`config.mk`:
```
export PLATFORM = sky130hd
export DESIGN_NAME = hotzone_fan_sel
export DESIGN_NICKNAME = d
export VERILOG_FILES = /design/src/rtl/hzsel_pkg.sv /design/src/rtl/hzsel_ctrl.sv /design/src/rtl/hzsel_datapath.sv /design/src/rtl/hotzone_fan_sel.sv
export SDC_FILE = /design/constraint.sdc
export NUM_CORES = 2
export LEC_CHECK = 0
export BUFFER_PORTS_ARGS = -buffer_cell sky130_fd_sc_hd__clkbuf_2
export CAP_MARGIN = 0
export CORE_MARGIN = 2
export CORE_UTILIZATION = 60
export DETAILED_ROUTE_END_ITERATION = 8
export GPL_TIMING_DRIVEN = 0
export PLACE_DENSITY_LB_ADDON = 0.2
export SYNTH_ARGS = -nofsm -noshare
export SYNTH_HDL_FRONTEND = slang
export SYNTH_SLANG_ARGS = --single-unit
```
`constraint.sdc`:
```
create_clock -name clk -period 23.3 [get_ports clk]
set_clock_uncertainty 0.2 [all_clocks]
set_input_delay 2.33 -clock clk [delete_from_list [all_inputs] [get_ports clk]]
set_output_delay 2.33 -clock clk [all_outputs]
set_load 0.01 [all_outputs]
```
`src/rtl/hzsel_pkg.sv`:
```
package hzsel_pkg;
  typedef struct packed {
    logic loadSrc;
    logic loadFan;
  } hzStrobe_t;
endpackage

```
`src/rtl/hzsel_ctrl.sv`:
```
module hzsel_ctrl
  import hzsel_pkg::*;
#(
  parameter int NUM_SRC  = 6,
  parameter int NUM_ZONE = 4
) (
  input  logic                           clk,
  input  logic                           rstN,
  input  logic                           sampleEn,
  input  logic                           mapWe,
  input  logic [$clog2(NUM_SRC)-1:0]     mapSel,
  input  logic [$clog2(NUM_ZONE)-1:0]    mapZone,
  output hzStrobe_t                      strobe,
  output logic [NUM_SRC*$clog2(NUM_ZONE)-1:0] zoneMap
);
  localparam int ZONE_W = $clog2(NUM_ZONE);

  logic loadFanQ;

  always_ff @(posedge clk or negedge rstN) begin
    if (!rstN) loadFanQ <= 1'b0;
    else       loadFanQ <= sampleEn;
  end

  always_ff @(posedge clk or negedge rstN) begin
    if (!rstN) begin
      for (int s = 0; s < NUM_SRC; s++)
        zoneMap[s*ZONE_W +: ZONE_W] <= ZONE_W'(s % NUM_ZONE);
    end else if (mapWe && (int'(mapSel) < NUM_SRC)) begin
      zoneMap[mapSel*ZONE_W +: ZONE_W] <= mapZone;
    end
  end

  assign strobe = '{loadSrc: sampleEn, loadFan: loadFanQ};
endmodule

```
`src/rtl/hzsel_datapath.sv`:
```
module hzsel_datapath
  import hzsel_pkg::*;
#(
  parameter int NUM_SRC  = 6,
  parameter int NUM_ZONE = 4,
  parameter int NUM_FAN  = 3,
  parameter int TEMP_W   = 16,
  parameter int OFS_W    = 8,
  parameter int NUM_OFS  = 2
) (
  input  logic                                  clk,
  input  logic                                  rstN,
  input  hzStrobe_t                             strobe,
  input  logic [NUM_SRC*TEMP_W-1:0]             srcTemp,
  input  logic [NUM_OFS*OFS_W-1:0]              srcOffset,
  input  logic [NUM_SRC*$clog2(NUM_ZONE)-1:0]   zoneMap,
  input  logic [NUM_FAN*NUM_ZONE-1:0]           fanMask,
  output logic [NUM_SRC*TEMP_W-1:0]             srcReport,
  output logic [NUM_FAN*TEMP_W-1:0]             fanTemp,
  output logic [NUM_FAN*$clog2(NUM_ZONE+1)-1:0] fanZone
);
  localparam int ZONE_W = $clog2(NUM_ZONE);
  localparam int ZIDX_W = $clog2(NUM_ZONE+1);
  localparam logic [TEMP_W-1:0] T_MIN   = {1'b1, {(TEMP_W-1){1'b0}}};
  localparam logic [TEMP_W-1:0] T_MAX   = {1'b0, {(TEMP_W-1){1'b1}}};
  localparam logic [ZIDX_W-1:0] NO_ZONE = '1;

  logic [TEMP_W-1:0] adjTemp  [NUM_SRC];
  logic [TEMP_W-1:0] srcQ     [NUM_SRC];
  logic [TEMP_W-1:0] zoneTemp [NUM_ZONE];
  logic [TEMP_W-1:0] nextTemp [NUM_FAN];
  logic [ZIDX_W-1:0] nextIdx  [NUM_FAN];
  logic [TEMP_W-1:0] fanTempQ [NUM_FAN];
  logic [ZIDX_W-1:0] fanZoneQ [NUM_FAN];

  // Offset stage: only the first NUM_OFS sources carry a calibration offset
  for (genvar s = 0; s < NUM_SRC; s++) begin : g_src
    if (s < NUM_OFS) begin : g_ofs
      logic [TEMP_W:0] sumW;
      assign sumW = {srcTemp[s*TEMP_W+TEMP_W-1], srcTemp[s*TEMP_W +: TEMP_W]}
                  + {{(TEMP_W+1-OFS_W){srcOffset[s*OFS_W+OFS_W-1]}},
                     srcOffset[s*OFS_W +: OFS_W]};
      assign adjTemp[s] = (sumW[TEMP_W] != sumW[TEMP_W-1])
                        ? (sumW[TEMP_W] ? T_MIN : T_MAX)
                        : sumW[TEMP_W-1:0];
    end else begin : g_pass
      assign adjTemp[s] = srcTemp[s*TEMP_W +: TEMP_W];
    end

    always_ff @(posedge clk or negedge rstN) begin
      if (!rstN)               srcQ[s] <= '0;
      else if (strobe.loadSrc) srcQ[s] <= adjTemp[s];
    end

    assign srcReport[s*TEMP_W +: TEMP_W] = srcQ[s];
  end

  // Zone aggregation: signed maximum over the sources mapped to each zone
  always_comb begin
    for (int z = 0; z < NUM_ZONE; z++) begin
      zoneTemp[z] = T_MIN;
      for (int s = 0; s < NUM_SRC; s++) begin
        if ((zoneMap[s*ZONE_W +: ZONE_W] == ZONE_W'(z)) &&
            ($signed(srcQ[s]) > $signed(zoneTemp[z])))
          zoneTemp[z] = srcQ[s];
      end
    end
  end

  // Fan selection: strict compare keeps the lowest zone on a tie
  always_comb begin
    for (int f = 0; f < NUM_FAN; f++) begin
      nextTemp[f] = T_MIN;
      nextIdx[f]  = NO_ZONE;
      for (int z = 0; z < NUM_ZONE; z++) begin
        if (fanMask[f*NUM_ZONE+z] &&
            ((nextIdx[f] == NO_ZONE) ||
             ($signed(zoneTemp[z]) > $signed(nextTemp[f])))) begin
          nextTemp[f] = zoneTemp[z];
          nextIdx[f]  = ZIDX_W'(z);
        end
      end
    end
  end

  for (genvar f = 0; f < NUM_FAN; f++) begin : g_fan
    always_ff @(posedge clk or negedge rstN) begin
      if (!rstN) begin
        fanTempQ[f] <= T_MIN;
        fanZoneQ[f] <= NO_ZONE;
      end else if (strobe.loadFan) begin
        fanTempQ[f] <= nextTemp[f];
        fanZoneQ[f] <= nextIdx[f];
      end
    end
    assign fanTemp[f*TEMP_W +: TEMP_W] = fanTempQ[f];
    assign fanZone[f*ZIDX_W +: ZIDX_W] = fanZoneQ[f];
  end
endmodule

```
`src/rtl/hotzone_fan_sel.sv`:
```
module hotzone_fan_sel
  import hzsel_pkg::*;
#(
  parameter int NUM_SRC  = 6,
  parameter int NUM_ZONE = 4,
  parameter int NUM_FAN  = 3,
  parameter int TEMP_W   = 16,
  parameter int OFS_W    = 8,
  parameter int NUM_OFS  = 2
) (
  input  logic                                  clk,
  input  logic                                  rstN,
  input  logic                                  sampleEn,
  input  logic [NUM_SRC*TEMP_W-1:0]             srcTemp,
  input  logic [NUM_OFS*OFS_W-1:0]              srcOffset,
  input  logic                                  mapWe,
  input  logic [$clog2(NUM_SRC)-1:0]            mapSel,
  input  logic [$clog2(NUM_ZONE)-1:0]           mapZone,
  input  logic [NUM_FAN*NUM_ZONE-1:0]           fanMask,
  output logic [NUM_SRC*TEMP_W-1:0]             srcReport,
  output logic [NUM_FAN*TEMP_W-1:0]             fanTemp,
  output logic [NUM_FAN*$clog2(NUM_ZONE+1)-1:0] fanZone
);
  localparam int ZONE_W = $clog2(NUM_ZONE);

  hzStrobe_t                  strobe;
  logic [NUM_SRC*ZONE_W-1:0]  zoneMap;

  hzsel_ctrl #(.NUM_SRC(NUM_SRC), .NUM_ZONE(NUM_ZONE)) ctrl_i (
    .clk(clk), .rstN(rstN), .sampleEn(sampleEn),
    .mapWe(mapWe), .mapSel(mapSel), .mapZone(mapZone),
    .strobe(strobe), .zoneMap(zoneMap)
  );

  hzsel_datapath #(
    .NUM_SRC(NUM_SRC), .NUM_ZONE(NUM_ZONE), .NUM_FAN(NUM_FAN),
    .TEMP_W(TEMP_W), .OFS_W(OFS_W), .NUM_OFS(NUM_OFS)
  ) dp_i (
    .clk(clk), .rstN(rstN), .strobe(strobe),
    .srcTemp(srcTemp), .srcOffset(srcOffset), .zoneMap(zoneMap),
    .fanMask(fanMask), .srcReport(srcReport),
    .fanTemp(fanTemp), .fanZone(fanZone)
  );
endmodule

```
# Word-level counts from Yosys, hierarchy flattened
# Index checks and enable logic that the tools add are counted.
# totals
register_bits,166
# op_classes
n_addsub,3
n_lt_le_gt_ge,31
n_eq_ne,29
n_shift,2
muxes,53
reduce_logical,49
# op_table
cell,n
two-way mux 16 bit,40
greater-than comparator 16 bit,29
two-way mux 3 bit,12
adder 16 x 8 -> 17 bit,2
logical AND 1 bit,34
negation 4 -> 34 bit,1
"variable shift 2 x 34 -> 12 bit, first input constant",1
variable part select 2 x 34 -> 12 bit,1
"equality test 3 bit, second input constant",9
"equality test 2 bit, second input constant",12
"greater-than comparator 16 bit, second input constant",1
bitwise mux 12 bit,1
"equality test 2 x 1 -> 1 bit, second input constant",6
logical NOT 2 bit,6
logical OR 1 bit,9
"less-than comparator 3 bit, second input constant",1
inequality test 1 bit,2

# Longest topological paths before layout
# logic_depth
word_depth,31
depth_mapped,127

# Hierarchy
# From an unflattened synthesis, not the netlist that was laid out.
# hier_totals
cells_unflattened,3171
hier_area_um2,25483.2
# modules_own_cells
mod,n_inst,cells_per_inst,area_per_inst_um2,seq_area_each_um2
hzsel_datapath,1,3111,24765.0,3843.7
hzsel_ctrl,1,60,718.2,331.6

# Worst setup path before layout
# OpenSTA, ideal clock, no wires.
# synth_timing
kind,register to register
from,register dp_i.srcQ (netlist bit dp_i.srcReport[1])
to,register dp_i.fanTempQ (netlist bit dp_i.fanTemp[16])
t_arrival_ps,20930
t_required_ps,23007
slack_ps,2077
path_stages_with_launch,121
synth_period_minus_slack_ps,21223
cell_sequence,dfrtp_1 > clkbuf_1 > nor4b_2 > nand4_1 > and2_0 > buf_2 > clkbuf_1 > nand2_1 > ha_1 > a211oi_1 > nor2_1 > and4b_1 > o31a_1 > buf_6 > and2_1 > buf_2 > clkbuf_1 > nand2_1 > [85 not listed] > buf_1 > a221oi_2 > ha_1 > nor2b_1 > o21a_1 > o21a_1 > o21a_1 > o21a_1 > o21a_1 > o21a_1 > o21ai_0 > a21boi_0 > o41ai_1 > a21boi_0 > nand2b_1 > buf_1 > clkbuf_1 > o221ai_1
# synth_between
elab_chain_cells,31
elab_cells_between_ends,86
cone_classes,order compare: 24; eq/ne: 2; mux: 30; reduce/logical: 30
# synth_rtl
item,line_no,text
"start, declared",hzsel_datapath.sv:29,logic [TEMP_W-1:0] srcQ [NUM_SRC];
"start signal, assigned by index",hzsel_datapath.sv:52,else if (strobe.loadSrc) srcQ[s] <= adjTemp[s];
greater-than comparator 16 bit,hzsel_datapath.sv:64,($signed(srcQ[s]) > $signed(zoneTemp[z])))
logical AND 1 bit,hzsel_datapath.sv:63,if ((zoneMap[s*ZONE_W +: ZONE_W] == ZONE_W'(z)) &&
two-way mux 16 bit,hzsel_datapath.sv:63,
greater-than comparator 16 bit,hzsel_datapath.sv:64,
logical AND 1 bit,hzsel_datapath.sv:63,
two-way mux 16 bit,hzsel_datapath.sv:63,
greater-than comparator 16 bit,hzsel_datapath.sv:64,
logical AND 1 bit,hzsel_datapath.sv:63,
[15 not listed],--,
greater-than comparator 16 bit / equality test 3 bit (equally long branches),"hzsel_datapath.sv:78, hzsel_datapath.sv:77",
logical OR 1 bit,hzsel_datapath.sv:77,((nextIdx[f] == NO_ZONE) ||
logical AND 1 bit,hzsel_datapath.sv:76,if (fanMask[f*NUM_ZONE+z] &&
two-way mux 16 bit / two-way mux 3 bit (equally long branches),hzsel_datapath.sv:76,
greater-than comparator 16 bit / equality test 3 bit (equally long branches),"hzsel_datapath.sv:78, hzsel_datapath.sv:77",
logical OR 1 bit,hzsel_datapath.sv:77,
logical AND 1 bit,hzsel_datapath.sv:76,
two-way mux 16 bit (*),hzsel_datapath.sv:76,
"end signal, assigned by index",hzsel_datapath.sv:92,fanTempQ[f] <= nextTemp[f];
"end, declared",hzsel_datapath.sv:33,logic [TEMP_W-1:0] fanTempQ [NUM_FAN];
# Mark *: on every way between the ends. The rest lies on a longest branch, timed or not.
# A chain may end at the register's enable or synchronous reset.

# Final worst setup path
# layout_timing
from,register dp_i.srcQ (netlist bit dp_i.srcReport[3])
to,register dp_i.fanTempQ (netlist bit dp_i.fanTemp[9])
# Same word-level chain as after synthesis.

==> run summary <==
SETUP PATH
--------------------------------------------------------------------------------------
Type of element launching the critical path                                       flop
Arrival time of the worst setup path                                          22.84 ns
Worst Setup End Kind                                                              flop
Max FO, Critical Path                                                               10
Kind of critical path                                                     flop to flop
Delay of the slowest cell on the worst path                                    0.70 ns
Crit path top cell by count                                               sky130_fd_sc_hd__o21a_1
Critical path data required time                                              23.50 ns
Cell type of the slowest stage on the worst timing path                   sky130_fd_sc_hd__dfrtp_1

SYNTHESIS
--------------------------------------------------------------------------------------
Most common cell in the synthesized netlist                               sky130_fd_sc_hd__ha_1
Cell type contributing the most total cell area after synthesis           sky130_fd_sc_hd__ha_1
Main area contributors after synthesis                                    sky130_fd_sc_hd__ha_1 24%, sky130_fd_sc_hd__dfrtp_1 14%, sky130_fd_sc_hd__mux2_2 5.1%, sky130_fd_sc_hd__nand2_1 4.8%, sky130_fd_sc_hd__o21ai_0 4.1%
Area share of the leading cell type in the synthesized netlist                  24.14%
Area of the mapped netlist                                                   25760 µm²
Count of flip-flops with a built-in enable after synthesis                           0
Count of state elements after synthesis                                            166
Nets in the synthesized netlist                                                   3796
Share of synthesized flip-flops with an asynchronous set or reset               100.0%
Prevailing post-synth register cell                                       sky130_fd_sc_hd__dfrtp_1
Portion of the post-synthesis area used by sequential elements                  16.21%
Number of distinct standard cells referenced by the synthesized netlist             90
Top post-synthesis cells by count                                         497 x sky130_fd_sc_hd__ha_1, 329 x sky130_fd_sc_hd__nand2_1, 252 x sky130_fd_sc_hd__inv_1
Post-Synthesis Cells                                                              3164
Count of warnings emitted by yosys                                                   0
Avg Cell Area, Syn                                                           8.143 µm²

FLOORPLAN
--------------------------------------------------------------------------------------
Initial core utilization                                                        61.15%
Area inside the core boundary                                                42130 µm²
Die Footprint                                                                44610 µm²
Die height                                                                    211.2 µm
Total number of placement rows                                                      75
Num ports                                                                          286
Width of the chip                                                             211.2 µm

STA
--------------------------------------------------------------------------------------
Min Tclk post-route                                                           22.63 ns
Final setup violation count                                                          0
Setup slack after layout                                                     0.6699 ns
Final worst hold slack                                                       0.2837 ns
Summed negative setup slack over all endpoints                                    0 ns
Highest clock rate                                                         0.04419 GHz
Normalized max-slew margin                                                      4.251%
Fraction of the cycle the final worst path needs                                97.13%
Pin slew with the least headroom to its limit                                 1.421 ns
Max-slew violation total from the final report                                       0
Final hold violations                                                                0

DRT
--------------------------------------------------------------------------------------
Final routed wire length divided by cell count                                27.53 µm
Via Count                                                                       28.54k
Final routed wirelength across all metal layers                              111400 µm
Vias/cell                                                                        7.055
Final antenna-violating net count                                                    0
DRC violation count after routing                                                    1
Number of iterations in the first detailed-routing pass                              9
Number of DRC violations after detailed-routing iteration 0                       4031

FINAL LAYOUT
--------------------------------------------------------------------------------------
Synthesis-to-layout area growth                                                 13.71%
Final layout net count                                                            4122
Final Non-Filler Cells                                                            4046
Share of cells above drive strength 1                                           20.41%

CTS
--------------------------------------------------------------------------------------
Number of buffers created by CTS                                                    17
Deepest clock path buffer count                                                      2
Number of clock sinks                                                              166
Hold buffers post-CTS                                                                0
Clock transition at path regs                                                  0.07 ns
TritonCTS clock tree                                                               yes
CTS HTree Levels                                                                     4
Later-pin clock latency in the skew report                                     0.51 ns
Root Buffer Master                                                        sky130_fd_sc_hd__clkbuf_16

GLOBAL ROUTING
--------------------------------------------------------------------------------------
Met3 demand-to-capacity share in global routing                                 22.81%
Met1 Resource Use GR                                                            64.23%
Pin count of the biggest net entering global routing                               121
Met2 Track Usage GR                                                             67.38%
Antenna violations before repair                                                     6
Number of global-route vias before repair                                       27.12k
Global-route layer with the greatest usage                                        met2
Wire length of the first global-routing pass                                 161000 µm
Tot GR Track Use                                                                48.64%
Residual overflow from global routing                                                0

FLOW RUN
--------------------------------------------------------------------------------------
Max-cap violations                                                                   0

STATUS
--------------------------------------------------------------------------------------
Status                                                                    complete, but fails checks
Failing checks                                                                     DRC

PWR
--------------------------------------------------------------------------------------
Clk pwr share                                                                     6.0%
Combinational cell fraction of total power                                       84.0%
Largest voltage drop on the vdd net                                        0.0001448 V
PwrDens                                                                   174.6 nW/µm²
Int Pwr                                                                     0.002168 W
Static leakage                                                                14.21 nW
Net load switching power                                                    0.002947 W
Switching share of power                                                        57.61%
Part of the total power dissipated in sequential elements                        10.0%

PLACED DESIGN
--------------------------------------------------------------------------------------
Post-Place Worst Slack                                                       -3.154 ns
Total of buffers placed on input and output ports                                  284
Final weighted congestion in routability-driven placement                        1.150
HPWL after DPL                                                                88460 µm
Placed Instances                                                                  3988

MIN PATH
--------------------------------------------------------------------------------------
Type of the most critical hold path                                       flop to flop

## routing by layer
metal  part of all wire [%]  routed length (µm)  vias up
met5                  0.041                  46        -
met4                    4.8                5328        6
met3                     17               19080      534
met2                     39               43310     2292
met1                     39               43610    13350
li1                       -                   -    12360
## area by class of cell
| type | count | area, µm² |
|---|---|---|
| Tap cell | 539 | 674.4 |
| Antenna cell | 4 | 10.01 |
| Inverter | 253 | 949.7 |
| Clock buffer | 18 | 439.2 |
| Sequential cell | 166 | 4180 |
| Fill cell | 3484 | 12840 |
| Timing Repair Buffer | 314 | 1675 |
| Buffer | 121 | 660.6 |
| Multi-Input combinational cell | 2617 | 20520 |
| Clock inverter | 14 | 181.4 |
## path summary, 6_finish.rpt
kind | slack [ns] | depth (start not counted) | endpoint | start
setup / recovery | 0.67 | 113 | dp_i.fanTemp[9]$_DFFE_PN0P_ | dp_i.srcReport[3]$_DFFE_PN0P_
hold / removal | 0.28 | 2 | dp_i.fanZone[2]$_DFFE_PN1P_ | dp_i.fanZone[2]$_DFFE_PN1P_
setup reg to reg | 0.67 | 113 | dp_i.fanTemp[9]$_DFFE_PN0P_ | dp_i.srcReport[3]$_DFFE_PN0P_
hold reg to reg | 0.28 | 2 | dp_i.fanZone[2]$_DFFE_PN1P_ | dp_i.fanZone[2]$_DFFE_PN1P_
max in group asynchronous | 20.32 | 2 | dp_i.fanTemp[16]$_DFFE_PN0P_ | rstN
min in group asynchronous | 1.57 | 1 | dp_i.srcReport[38]$_DFFE_PN0P_ | rstN
## flip-flops by register name, indices dropped and copies added (netlist names)
| name | flops |
|---|---|
| dp_i.fanZone | 9 |
| ctrl_i.zoneMap | 12 |
| dp_i.srcReport | 96 |
| dp_i.fanTemp | 48 |
| ctrl_i.loadFanQ | 1 |
## worst max-delay path, delay by kind of cell, from the launching register on
family          cells  cell delay, ns
flops               1            0.70
simple gates       28            3.94
fa+ha+maj           8            2.45
compound gates     58           10.35
mux                 3            1.05
buf+inv            16            3.73
## kinds of logic after synthesis
family / Yosys count / synth area share, %
muxes: 220 / 9.116
buffers and inverters: 381 / 5.774
AOI/OAI and AO/OA: 905 / 25.20
adders and majority gates: 500 / 24.34
and+or+nand+nor: 972 / 18.69
DFF: 166 / 16.21
xor gates and xnor gates: 20 / 0.6799
## cells in the final DEF, fill, tap and decap left out, types with 46 or more instances in the layout
cell / count
sky130_fd_sc_hd__mux2_2: 117
sky130_fd_sc_hd__a21o_1: 140
sky130_fd_sc_hd__nand2_1: 322
sky130_fd_sc_hd__nor2b_1: 81
sky130_fd_sc_hd__inv_1: 252
sky130_fd_sc_hd__clkbuf_2: 299
sky130_fd_sc_hd__nand2b_1: 94
sky130_fd_sc_hd__dfrtp_1: 145
sky130_fd_sc_hd__nand4_1: 97
sky130_fd_sc_hd__o21ai_0: 188
sky130_fd_sc_hd__o21a_1: 72
sky130_fd_sc_hd__ha_1: 497
sky130_fd_sc_hd__clkbuf_1: 55
sky130_fd_sc_hd__a21oi_1: 155
sky130_fd_sc_hd__o221ai_1: 46
sky130_fd_sc_hd__nor2_1: 193
sky130_fd_sc_hd__mux2i_1: 96
## power groups by stage
stage	sequential, W	clock (W)	combinational [W]
after global placement	0.000492	0	0.00362
after CTS	0.000490	0.000311	0.00388
final	0.000510	0.000309	0.00430
after detailed placement	0.000493	0	0.00377
after global routing	0.000503	0.000321	0.00454
after floorplan	0.000449	0	0.00263
## repair_timing
item                                    4_1_cts  5_1_grt
pin swaps                                     2       16
gates resized for setup                      78      175
endpoints found under the setup margin       54       54
setup buffers                                 5       23
## metrics by stage
stage	utilization, %	total power (W)	area, µm²
2_1_floorplan	-	0.003078	25760
3_3_place_gp	66.12	0.004109	27860
5_1_grt	69.52	0.005362	29290
3_5_place_dp	66.21	0.004263	27900
4_1_cts	68.21	0.004678	28740
6_report	69.53	0.005115	29300
No activity file was read; power rests on OpenSTA's default activity.
